--- src/rtl/wdreg_pkg.sv ---
package wdreg_pkg;

    localparam int unsigned BYTE_W = 8;

    localparam logic [7:0] OFS_CTRL = 8'h06;
    localparam logic [7:0] OFS_MIN  = 8'h07;
    localparam logic [7:0] OFS_SEC  = 8'h08;
    localparam logic [7:0] OFS_GDIR = 8'h2B;
    localparam logic [7:0] OFS_GVAL = 8'h2C;
    localparam logic [7:0] OFS_SIG0 = 8'h4D;
    localparam logic [7:0] OFS_SIG1 = 8'h4E;
    localparam logic [7:0] OFS_SIG2 = 8'h4F;

    localparam logic [7:0] CTRL_ON  = 8'h01;
    localparam logic [7:0] CTRL_OFF = 8'h00;
    localparam logic [7:0] SEC_TOP  = 8'd59;

    localparam logic [7:0] SIG_B0 = 8'h50;
    localparam logic [7:0] SIG_B1 = 8'h57;
    localparam logic [7:0] SIG_B2 = 8'h47;

    typedef struct packed {
        logic [BYTE_W-1:0] mins;
        logic [BYTE_W-1:0] secs;
    } mmss_t;

    typedef struct packed {
        logic ctrl;
        logic mins;
        logic secs;
        logic gdir;
        logic gval;
    } wsel_t;

    function automatic logic mmss_zero(mmss_t c);
        return (c.mins == '0) && (c.secs == '0);
    endfunction

    function automatic mmss_t mmss_dec(mmss_t c);
        mmss_t n;
        n = c;
        if (c.secs != '0) begin
            n.secs = c.secs - 8'd1;
        end else if (c.mins != '0) begin
            n.mins = c.mins - 8'd1;
            n.secs = SEC_TOP;
        end
        return n;
    endfunction

    function automatic logic [7:0] clamp_sec(logic [7:0] v);
        return (v > SEC_TOP) ? SEC_TOP : v;
    endfunction

endpackage

--- src/rtl/wd_prescaler.sv ---
module wd_prescaler #(
    parameter int unsigned TICK_DIV = 100_000_000
) (
    input  logic clk,
    input  logic rst,
    input  logic run_i,
    input  logic restart_i,
    output logic tick_o
);
    localparam int unsigned CW = $clog2((TICK_DIV > 1) ? TICK_DIV : 2);
    localparam logic [CW-1:0] LAST = CW'(TICK_DIV - 1);

    logic [CW-1:0] cnt_q;

    assign tick_o = run_i && (cnt_q == LAST);

    always_ff @(posedge clk) begin
        if (rst || restart_i || !run_i) begin
            cnt_q <= '0;
        end else if (cnt_q == LAST) begin
            cnt_q <= '0;
        end else begin
            cnt_q <= cnt_q + 1'b1;
        end
    end

    generate
        if (TICK_DIV > 1) begin : g_spacing
            AST_TICK_SPACED: assert property (@(posedge clk) disable iff (rst)
                tick_o |=> !tick_o);
        end
    endgenerate

endmodule

--- src/rtl/wd_countdown.sv ---
module wd_countdown
    import wdreg_pkg::*;
(
    input  logic        clk,
    input  logic        rst,
    input  wsel_t       wsel_i,
    input  logic [7:0]  wdata_i,
    input  logic        tick_i,
    output logic        en_o,
    output mmss_t       live_o,
    output logic        restart_o,
    output logic        expire_o
);
    mmss_t live_q, load_q, next_c;
    logic  en_q, pulse_q, host_any;

    assign host_any  = wsel_i.ctrl || wsel_i.mins || wsel_i.secs;
    assign restart_o = wsel_i.ctrl && (wdata_i == CTRL_ON);
    assign next_c    = mmss_dec(live_q);

    always_ff @(posedge clk) begin
        if (rst) begin
            live_q  <= '0;
            load_q  <= '0;
            en_q    <= 1'b0;
            pulse_q <= 1'b0;
        end else begin
            pulse_q <= 1'b0;
            if (host_any) begin
                if (wsel_i.mins) begin
                    live_q.mins <= wdata_i;
                    load_q.mins <= wdata_i;
                end
                if (wsel_i.secs) begin
                    live_q.secs <= clamp_sec(wdata_i);
                    load_q.secs <= clamp_sec(wdata_i);
                end
                if (restart_o) begin
                    en_q   <= 1'b1;
                    live_q <= load_q;
                end else if (wsel_i.ctrl && (wdata_i == CTRL_OFF)) begin
                    en_q <= 1'b0;
                end
            end else if (tick_i && en_q) begin
                live_q <= next_c;
                if (mmss_zero(next_c)) begin
                    pulse_q <= 1'b1;
                    en_q    <= 1'b0;
                end
            end
        end
    end

    assign en_o     = en_q;
    assign live_o   = live_q;
    assign expire_o = pulse_q;

    AST_SEC_RANGE: assert property (@(posedge clk) disable iff (rst)
        live_q.secs <= SEC_TOP);
    AST_ONLY_ON_TICK: assert property (@(posedge clk) disable iff (rst)
        (!tick_i && !host_any) |=> $stable(live_q));
    AST_ROLLOVER: assert property (@(posedge clk) disable iff (rst)
        (tick_i && en_q && !host_any && live_q.secs == 8'd0 && live_q.mins != 8'd0)
        |=> (live_q.secs == SEC_TOP && live_q.mins == $past(live_q.mins) - 8'd1));
    AST_PULSE_SINGLE: assert property (@(posedge clk) disable iff (rst)
        pulse_q |=> !pulse_q);
    AST_PULSE_DISARMS: assert property (@(posedge clk) disable iff (rst)
        pulse_q |-> !en_q);
    AST_REFRESH_RELOAD: assert property (@(posedge clk) disable iff (rst)
        restart_o |=> (en_q && live_q == $past(load_q)));

endmodule

--- src/rtl/wd_gpio_regs.sv ---
module wd_gpio_regs
    import wdreg_pkg::*;
#(
    parameter int unsigned NPIN = 8
) (
    input  logic            clk,
    input  logic            rst,
    input  logic            wr_dir_i,
    input  logic            wr_val_i,
    input  logic [NPIN-1:0] wdata_i,
    input  logic [NPIN-1:0] pins_i,
    output logic [NPIN-1:0] dir_o,
    output logic [NPIN-1:0] val_o,
    output logic [NPIN-1:0] rd_val_o
);
    logic [NPIN-1:0] dir_q, val_q;

    always_ff @(posedge clk) begin
        if (rst) begin
            dir_q <= '1;
            val_q <= '0;
        end else begin
            if (wr_dir_i) dir_q <= wdata_i;
            if (wr_val_i) val_q <= wdata_i;
        end
    end

    genvar i;
    generate
        for (i = 0; i < NPIN; i++) begin : g_pin
            assign rd_val_o[i] = dir_q[i] ? pins_i[i] : val_q[i];
        end
    endgenerate

    assign dir_o = dir_q;
    assign val_o = val_q;

    AST_GPIO_HOLD: assert property (@(posedge clk) disable iff (rst)
        (!wr_dir_i && !wr_val_i) |=> ($stable(dir_q) && $stable(val_q)));

endmodule

--- src/rtl/minsec_wdog_regs.sv ---
module minsec_wdog_regs
    import wdreg_pkg::*;
#(
    parameter int unsigned TICK_DIV = 100_000_000
) (
    input  logic       clk,
    input  logic       rst,
    input  logic       host_we,
    input  logic [7:0] host_addr,
    input  logic [7:0] host_wdata,
    output logic [7:0] host_rdata,
    input  logic [7:0] gpio_in,
    output logic [7:0] gpio_out,
    output logic [7:0] gpio_dir,
    output logic       wdt_rst
);
    wsel_t      wsel;
    logic       tick, en, restart;
    mmss_t      live;
    logic [7:0] gval_rd;

    always_comb begin
        wsel      = '0;
        wsel.ctrl = host_we && (host_addr == OFS_CTRL);
        wsel.mins = host_we && (host_addr == OFS_MIN);
        wsel.secs = host_we && (host_addr == OFS_SEC);
        wsel.gdir = host_we && (host_addr == OFS_GDIR);
        wsel.gval = host_we && (host_addr == OFS_GVAL);
    end

    wd_prescaler #(.TICK_DIV(TICK_DIV)) u_presc (
        .clk       (clk),
        .rst       (rst),
        .run_i     (en),
        .restart_i (restart),
        .tick_o    (tick)
    );

    wd_countdown u_count (
        .clk       (clk),
        .rst       (rst),
        .wsel_i    (wsel),
        .wdata_i   (host_wdata),
        .tick_i    (tick),
        .en_o      (en),
        .live_o    (live),
        .restart_o (restart),
        .expire_o  (wdt_rst)
    );

    wd_gpio_regs #(.NPIN(8)) u_gpio (
        .clk      (clk),
        .rst      (rst),
        .wr_dir_i (wsel.gdir),
        .wr_val_i (wsel.gval),
        .wdata_i  (host_wdata),
        .pins_i   (gpio_in),
        .dir_o    (gpio_dir),
        .val_o    (gpio_out),
        .rd_val_o (gval_rd)
    );

    always_comb begin
        unique case (host_addr)
            OFS_CTRL: host_rdata = {7'd0, en};
            OFS_MIN:  host_rdata = live.mins;
            OFS_SEC:  host_rdata = live.secs;
            OFS_GDIR: host_rdata = gpio_dir;
            OFS_GVAL: host_rdata = gval_rd;
            OFS_SIG0: host_rdata = SIG_B0;
            OFS_SIG1: host_rdata = SIG_B1;
            OFS_SIG2: host_rdata = SIG_B2;
            default:  host_rdata = 8'h00;
        endcase
    end

    AST_EXPIRE_AT_ZERO: assert property (@(posedge clk) disable iff (rst)
        wdt_rst |-> (live.mins == 8'd0 && live.secs == 8'd0));
    AST_DISABLED_FROZEN: assert property (@(posedge clk) disable iff (rst)
        (!en && !host_we) |=> $stable(live));

endmodule

--- config.mk ---
export PLATFORM = sky130hd
export DESIGN_NAME = minsec_wdog_regs
export DESIGN_NICKNAME = d
export VERILOG_FILES = /design/src/rtl/wdreg_pkg.sv /design/src/rtl/wd_prescaler.sv /design/src/rtl/wd_countdown.sv /design/src/rtl/wd_gpio_regs.sv /design/src/rtl/minsec_wdog_regs.sv
export SDC_FILE = /design/constraint.sdc
export NUM_CORES = 1
export LEC_CHECK = 0
export CAP_MARGIN = 15
export CORE_UTILIZATION = 40
export CTS_CLUSTER_SIZE = 16
export DETAILED_ROUTE_END_ITERATION = 8
export SYNTH_ARGS = -nofsm -noshare
export SYNTH_HDL_FRONTEND = slang
export SYNTH_HIERARCHICAL = 1
export SYNTH_SLANG_ARGS = --single-unit
--- constraint.sdc ---
create_clock -name clk -period 2.86 [get_ports clk]
set_clock_uncertainty 0.05 [all_clocks]
set_input_delay 0.572 -clock clk [delete_from_list [all_inputs] [get_ports clk]]
set_output_delay 0.572 -clock clk [all_outputs]
set_load 0.02 [all_outputs]
==> results of run 1 <==
## cell usage after synthesis, types with 4 or more instances
cell type and count:
a21oi_1 16, dfxtp_1 77, ha_1 4, o21ai_0 18, nor2b_1 9, buf_6 6, mux2_2 11, nor2_1 85
a211o_1 4, a22oi_1 16, a211oi_1 11, nand4_1 19, xnor2_1 10, nand3_1 11, a311oi_1 8, nand2_1 33
nor3b_1 5, clkbuf_1 15, o31ai_1 4, buf_2 10, nor4_1 7, a211o_2 6, or3_1 4, xor2_1 14
nor4_4 4, and3_1 11, inv_1 13, nor3_1 15, mux2i_1 18, or4_1 4
## through the flow
step                      util, %  cells  worst slack (ns)  instance area [µm²]
final                       54.03    761           0.04316                 5908
after global routing        54.03    761         -0.002801                 5908
after CTS                   53.48    761          0.004360                 5848
after detailed placement    50.40    743           -0.7088                 5512
after global placement      50.40    743           -0.6618                 5512
after floorplan                 -    530           -0.1598                 4564
## per-layer routing
metal | vias to the layer above | GRT usage (%) | wire (µm)
met5 | - | 0 | 0
met4 | 0 | 10.33 | 231
met3 | 17 | 2.773 | 598
met2 | 124 | 40.13 | 6408
met1 | 2122 | 32.39 | 6264
li1 | 2134 | - | -
## power by group through the flow
stage               sequential (W)  combinational, W  clock [W]
floorplan                  0.00110         0.0000596          0
global placement           0.00110          0.000153          0
detailed placement         0.00110          0.000154          0
CTS                        0.00107          0.000154    0.00125
global route               0.00107          0.000170    0.00130
finish                     0.00108          0.000159    0.00122
## flip-flops by register name, indices dropped and copies added, names as in the netlist
signal,count
u_count/load_q,16
u_gpio/dir_o,8
u_count/expire_o,1
u_count/en_o,1
u_gpio/val_o,8
u_count/live_o,16
u_presc/cnt_q,27
## final cells by class
class / count / area [µm²] / share of cell area (%)
clock inverter: 6 / 93.84 / 1.588
tap: 140 / 175.2 / 2.965
multi-input combinational: 408 / 2872 / 48.60
clock buffer: 10 / 229.0 / 3.875
inverter: 13 / 48.80 / 0.8259
timing repair buffer: 107 / 948.4 / 16.05
sequential: 77 / 1541 / 26.09
## placed cells by master, fill, tap and decap left out, drive strengths merged, types with 3 or more instances in the layout
cell type,n
nor3,17
nand2,33
clkbuf,10
nand4,19
a22oi,16
or3,5
a211o,10
and2,3
nor2b,9
o31ai,4
clkdlybuf4s15,3
dfxtp,77
nand3,11
mux2i,18
and3,12
inv,15
or3b,3
nor3b,7
or2,4
a311oi,8
xor2,14
a211oi,13
buf,65
nor4b,4
ha,4
a21oi,16
a31o,3
o21ai,19
xnor2,10
nor4,11
or4,7
o211ai,4
mux2,11
clkdlybuf4s50,37
nor2,85
## timing repair
action                                  4_1_cts  5_1_grt
gates cloned                                  2        0
resized for setup                            58       18
setup buffers                                 0        1
hold buffers                                  0        0
pin swaps                                     3        6
endpoints found under the setup margin       52       34
## kinds of logic after synthesis
| group | share of synthesized area [%] |
|---|---|
| buffers and inverters | 5.008 |
| flip-flops | 34.09 |
| AND/OR/NAND/NOR | 30.13 |
| XOR/XNOR | 4.649 |
| AO/OA/AOI/OAI | 18.29 |
| multiplexers | 6.724 |
| adder cells (fa/ha/maj) | 1.107 |
## how the worst max path moves through the flow
stage | startpoint | endpoint | depth (start not counted)
floorplan | host_addr[7] | u_count/live_o[2] | 10
global route | host_addr[2] | u_count/live_o[15] | 10
detailed placement | host_addr[7] | host_rdata[0] | 6
CTS | host_addr[4] | host_rdata[5] | 7
global placement | host_addr[7] | host_rdata[0] | 6
finish | host_addr[2] | host_rdata[0] | 7
## worst max-delay path: stages
cell	delay (ns)
clkdlybuf4s50_1	0.56
nand2b_4	0.18
nor2_1	0.05
buf_4	0.16
a22oi_1	0.36
o221ai_2	0.14
buf_4	0.17
==> reports/results.ini, run 1 <==
[cts]
h-tree-depth = 3
cts_sinks = 77
cts_buffer_depth = 2
clk_latency_ns = 0.33
ctsRootBufferMaster = clkbuf_16
tritoncts = built
clk_pin_slew_ns = 0.06
numCtsBuffers = 9

[layout]
drive_above_1_share_pct = 23.35
diodes = 0
nets = 647
syn_to_final_growth_pct = 30.66
fillers = 1036

[logic_synthesis]
synth_area_leaders = dfxtp_1 (34%), nor2_1 (7.1%), mux2i_1 (4.0%)
post-synth-top-area-cell = dfxtp_1
synth_top_area_share_pct = 34.09
ys_seq_area_share_pct = 34.09
syn_area_um2 = 4522
ys_seq_elements = 77
synthCells = 530
ys.flop_type = dfxtp_1
syn_nets = 561
yosysWarnings = 6
avgSynthCellArea_um2 = 8.532
async_flop_share_pct = 0
synth_edf_count = 0
ys_types = 72

[sta]
fin_tns_setup_ns = 0
whs_ns = 0.4241
setup_viol = 0
slew_viol_final = 0
max_freq_ghz = 0.3550
hold_violations = 0
period_minus_slack_ns = 2.817
slew-limit-headroom_pct = 56.99
post-route-period-util_pct = 98.49
tightest_slew_ns = 0.6393

[routing]
viasPerCell = 5.778
via_count = 4397
dr.pass1.iters = 5
wirelength_mm = 13.50
drc = 0
postRouteAntennaNets = 0
drt_iter0_drc = 270
wl_per_cell_um = 17.74

[critical_path]
crit_required_ns = 2.24
critPathCaptureType = output port
path_class = input pin to output port
crit-reg2reg-launch = u_presc/cnt_q[19]
arrival_ns = 2.19
r2r_setup_slack_ns = 0.12
rr_worst_depth = 9
crit_fanout = 6
startpoint_type = input pin
timing.rr.end = u_count/en_o

[pwr]
internal-power_w = 0.001925
power_frac_comb_pct = 6.5
power_leakage_nw = 2.074
power_frac_seq_pct = 43.7
swShare_pct = 21.72
clkPwrFrac_pct = 49.8
ir_worst_vdd_uv = 289.5
p_switching_w = 0.0005340
power_density_nw_per_um2 = 416.2
total_power_w = 0.002459

[global_route]
grt_pass1_wl_mm = 22.18
grt.total_usage_pct = 24.42
grt_pass1_vias = 4301
grt_max_degree = 32
antenna_found_initial = 0
grt.overflow.total = 0

[placed_design]
gp_congestion = 0.8774
io_buffers = 51
place_hpwl_mm = 10.01

[die]
core_area_um2 = 10940
fp.dieArea_um2 = 11730
start_util_pct = 41.35
die_width_um = 108.3
ios = 52
rows = 38
die_y_um = 108.3

[run_status]
outcome = completed

[hold_path]
hp-class = register to register
whs_endpoint = u_count/load_q[2]
holdPathStages = 2
worstHoldStart = u_count/load_q[2]

[job]
maxCapViolCount = 0

(Power assumes the default switching activity.)
==> run 2, diff against run 1 <==
--- a/config.mk
+++ b/config.mk
@@ -7,7 +7,10 @@
 export LEC_CHECK = 0
 export CAP_MARGIN = 15
-export CORE_UTILIZATION = 40
+export CELL_PAD_IN_SITES_DETAIL_PLACEMENT = 1
+export CELL_PAD_IN_SITES_GLOBAL_PLACEMENT = 1
+export CORE_UTILIZATION = 39
 export CTS_CLUSTER_SIZE = 16
 export DETAILED_ROUTE_END_ITERATION = 8
+export PLACE_DENSITY_LB_ADDON = 0.1
 export SYNTH_ARGS = -nofsm -noshare
 export SYNTH_HDL_FRONTEND = slang
--- a/constraint.sdc
+++ b/constraint.sdc
@@ -3,3 +3,3 @@
 set_input_delay 0.572 -clock clk [delete_from_list [all_inputs] [get_ports clk]]
 set_output_delay 0.572 -clock clk [all_outputs]
-set_load 0.02 [all_outputs]
+set_load 0.05 [all_outputs]
==> run 2 against run 1 <==
Net effect:
- cell count is 0.79% lower
- setup slack worse by 0.036 ns
- wire length up 11%
- flip-flop and latch count unchanged
- critical endpoint unchanged
- largest cell class unchanged
- largest power group is now sequential cells
- highest routed layer unchanged
==> reports/results.ini, run 2 (same netlist as run 1, synthesis figures left out) <==
[run_status]
outcome = completed

[sta]
post-route-period-util_pct = 99.75
period_minus_slack_ns = 2.853
setup_viol = 0
slew-limit-headroom_pct = 53.59
slew_viol_final = 0
hold_violations = 0
rsz0062_at_grt = true
tightest_slew_ns = 0.6897
max_freq_ghz = 0.3505
setup_ws_ns = 0.007098

[die]
core_area_um2 = 11080
fp.dieArea_um2 = 12030
ios = 52
die_y_um = 109.7
die_width_um = 109.7
rows = 38
start_util_pct = 40.82

[critical_path]
path_class = input pin to output port
cp-startpoint = host_addr[4]
crit-reg2reg-launch = u_presc/cnt_q[19]
startpoint_type = input pin
arrival_ns = 2.23
crit_fanout = 2
crit_required_ns = 2.24
critPathCaptureType = output port

[pwr]
ir_worst_vdd_uv = 249.7
power_frac_seq_pct = 46.9
p_switching_w = 0.0005547
clkPwrFrac_pct = 45.7
internal-power_w = 0.001737
power_leakage_nw = 2.062
swShare_pct = 24.20
power_frac_comb_pct = 7.4
power_density_nw_per_um2 = 389.5

[placed_design]
io_buffers = 51
gp_congestion = 0.8735
dp_slack_ns = -0.6025
place_hpwl_mm = 11.21
placed_area_um2 = 5538

[global_route]
antenna_found_initial = 0
grt_max_degree = 24
grt.overflow.total = 0
grt_pass1_vias = 4446
grt.total_usage_pct = 26.26
grt_pass1_wl_mm = 23.71

[job]
maxCapViolCount = 0

[layout]
multi_input_area_um2 = 2853
largest_register_ffs = 27
nets = 642
final_cell_mix = nor2_1 (83), dfxtp_1 (77), buf_4 (46)
final_design_area_no_fill_um2 = 5884
regArea_um2 = 1541
fillers = 1272
final_common_cell = nor2_1
drive_above_1_share_pct = 23.58
largest_register = u_presc/cnt_q
diodes = 0
syn_to_final_growth_pct = 30.13

[cts]
clk_latency_ns = 0.34
tritoncts = built
holdBufCountCts = 0
cts_sinks = 77
clk_pin_slew_ns = 0.06
cts_buffer_depth = 2
numCtsBuffers = 9
h-tree-depth = 3
ctsRootBufferMaster = clkbuf_16

[routing]
drt_iter0_drc = 280
postRouteAntennaNets = 0
wirelength_mm = 15.02
viasPerCell = 5.846
dr.pass1.iters = 5
via_count = 4414
drc = 0
wl_per_cell_um = 19.90

[hold_path]
hp-class = register to register
worstHoldStart = u_count/load_q[6]

==> run 2: cell types whose count changed in the layout (fill, tap and decap cells not counted), sizes merged, moves of 2 or more <==
cell	before	now
bufinv	2	0
dlymetal6s2s	0	2
clkdlybuf4s15	3	0
clkdlybuf4s50	37	35
clkinv	1	4
==> run 2: critical path, cell delays in order <==
cell and delay (ns):
buf_6 0.09, or4_4 0.56, nor4b_2 0.32, buf_4 0.17
a21oi_1 0.08, o221ai_2 0.27, buf_12 0.18
==> run 2: cell type report <==
| type | count | area share, % |
|---|---|---|
| tap | 140 | 2.977 |
| clock inverter | 6 | 0.6804 |
| inverter | 13 | 0.8293 |
| sequential | 77 | 26.20 |
| timing repair buffer | 102 | 17.01 |
| multi-input combinational | 408 | 48.48 |
| clock buffer | 9 | 3.827 |
==> run 2: path summary, 6_finish.rpt <==
kind,to,slack [ns],cells after the start
worst max-delay path,host_rdata[0],0.007,7
worst min register to register,u_count/load_q[6],0.43,1
worst max register to register,u_count/en_o,0.09,9
worst min-delay path,u_count/load_q[6],0.43,1
==> run 2: stage by stage <==
step | setup TNS (ns) | cells | total power, W | util (%) | hold slack [ns]
floorplan | -4.653 | 530 | 0.001162 | - | 0.3912
detailed placement | -26.34 | 740 | 0.001262 | 49.99 | 0.4243
CTS | -0.004859 | 755 | 0.002306 | 52.81 | 0.4327
global placement | -22.40 | 740 | 0.001259 | 49.99 | 0.4073
finish | 0 | 755 | 0.002292 | 53.12 | 0.4310
global route | -0.1249 | 755 | 0.002361 | 53.12 | 0.4468
==> run 2: per-layer routing <==
| layer | vias to the layer above | track usage [%] | share of wire, % |
|---|---|---|---|
| met5 | - | 0 | 0 |
| met4 | 0 | 8.571 | 1.4 |
| met3 | 13 | 3.557 | 4.4 |
| met2 | 112 | 43.04 | 47 |
| met1 | 2169 | 35.52 | 47 |
| li1 | 2120 | - | - |
==> run 2: power by group through the flow <==
stage | Clock [W] | Sequential (W) | Combinational, W
finish | 0.00105 | 0.00108 | 0.000169
global route | 0.00111 | 0.00107 | 0.000179
CTS | 0.00107 | 0.00108 | 0.000165
detailed placement | 0 | 0.00110 | 0.000163
global placement | 0 | 0.00110 | 0.000160
floorplan | 0 | 0.00110 | 0.0000625
==> run 2: repair_timing <==
action	4_1_cts	5_1_grt
pin swaps	9	8
gates resized for setup	29	12
setup endpoints to repair	52	46
buffers inserted	0	0
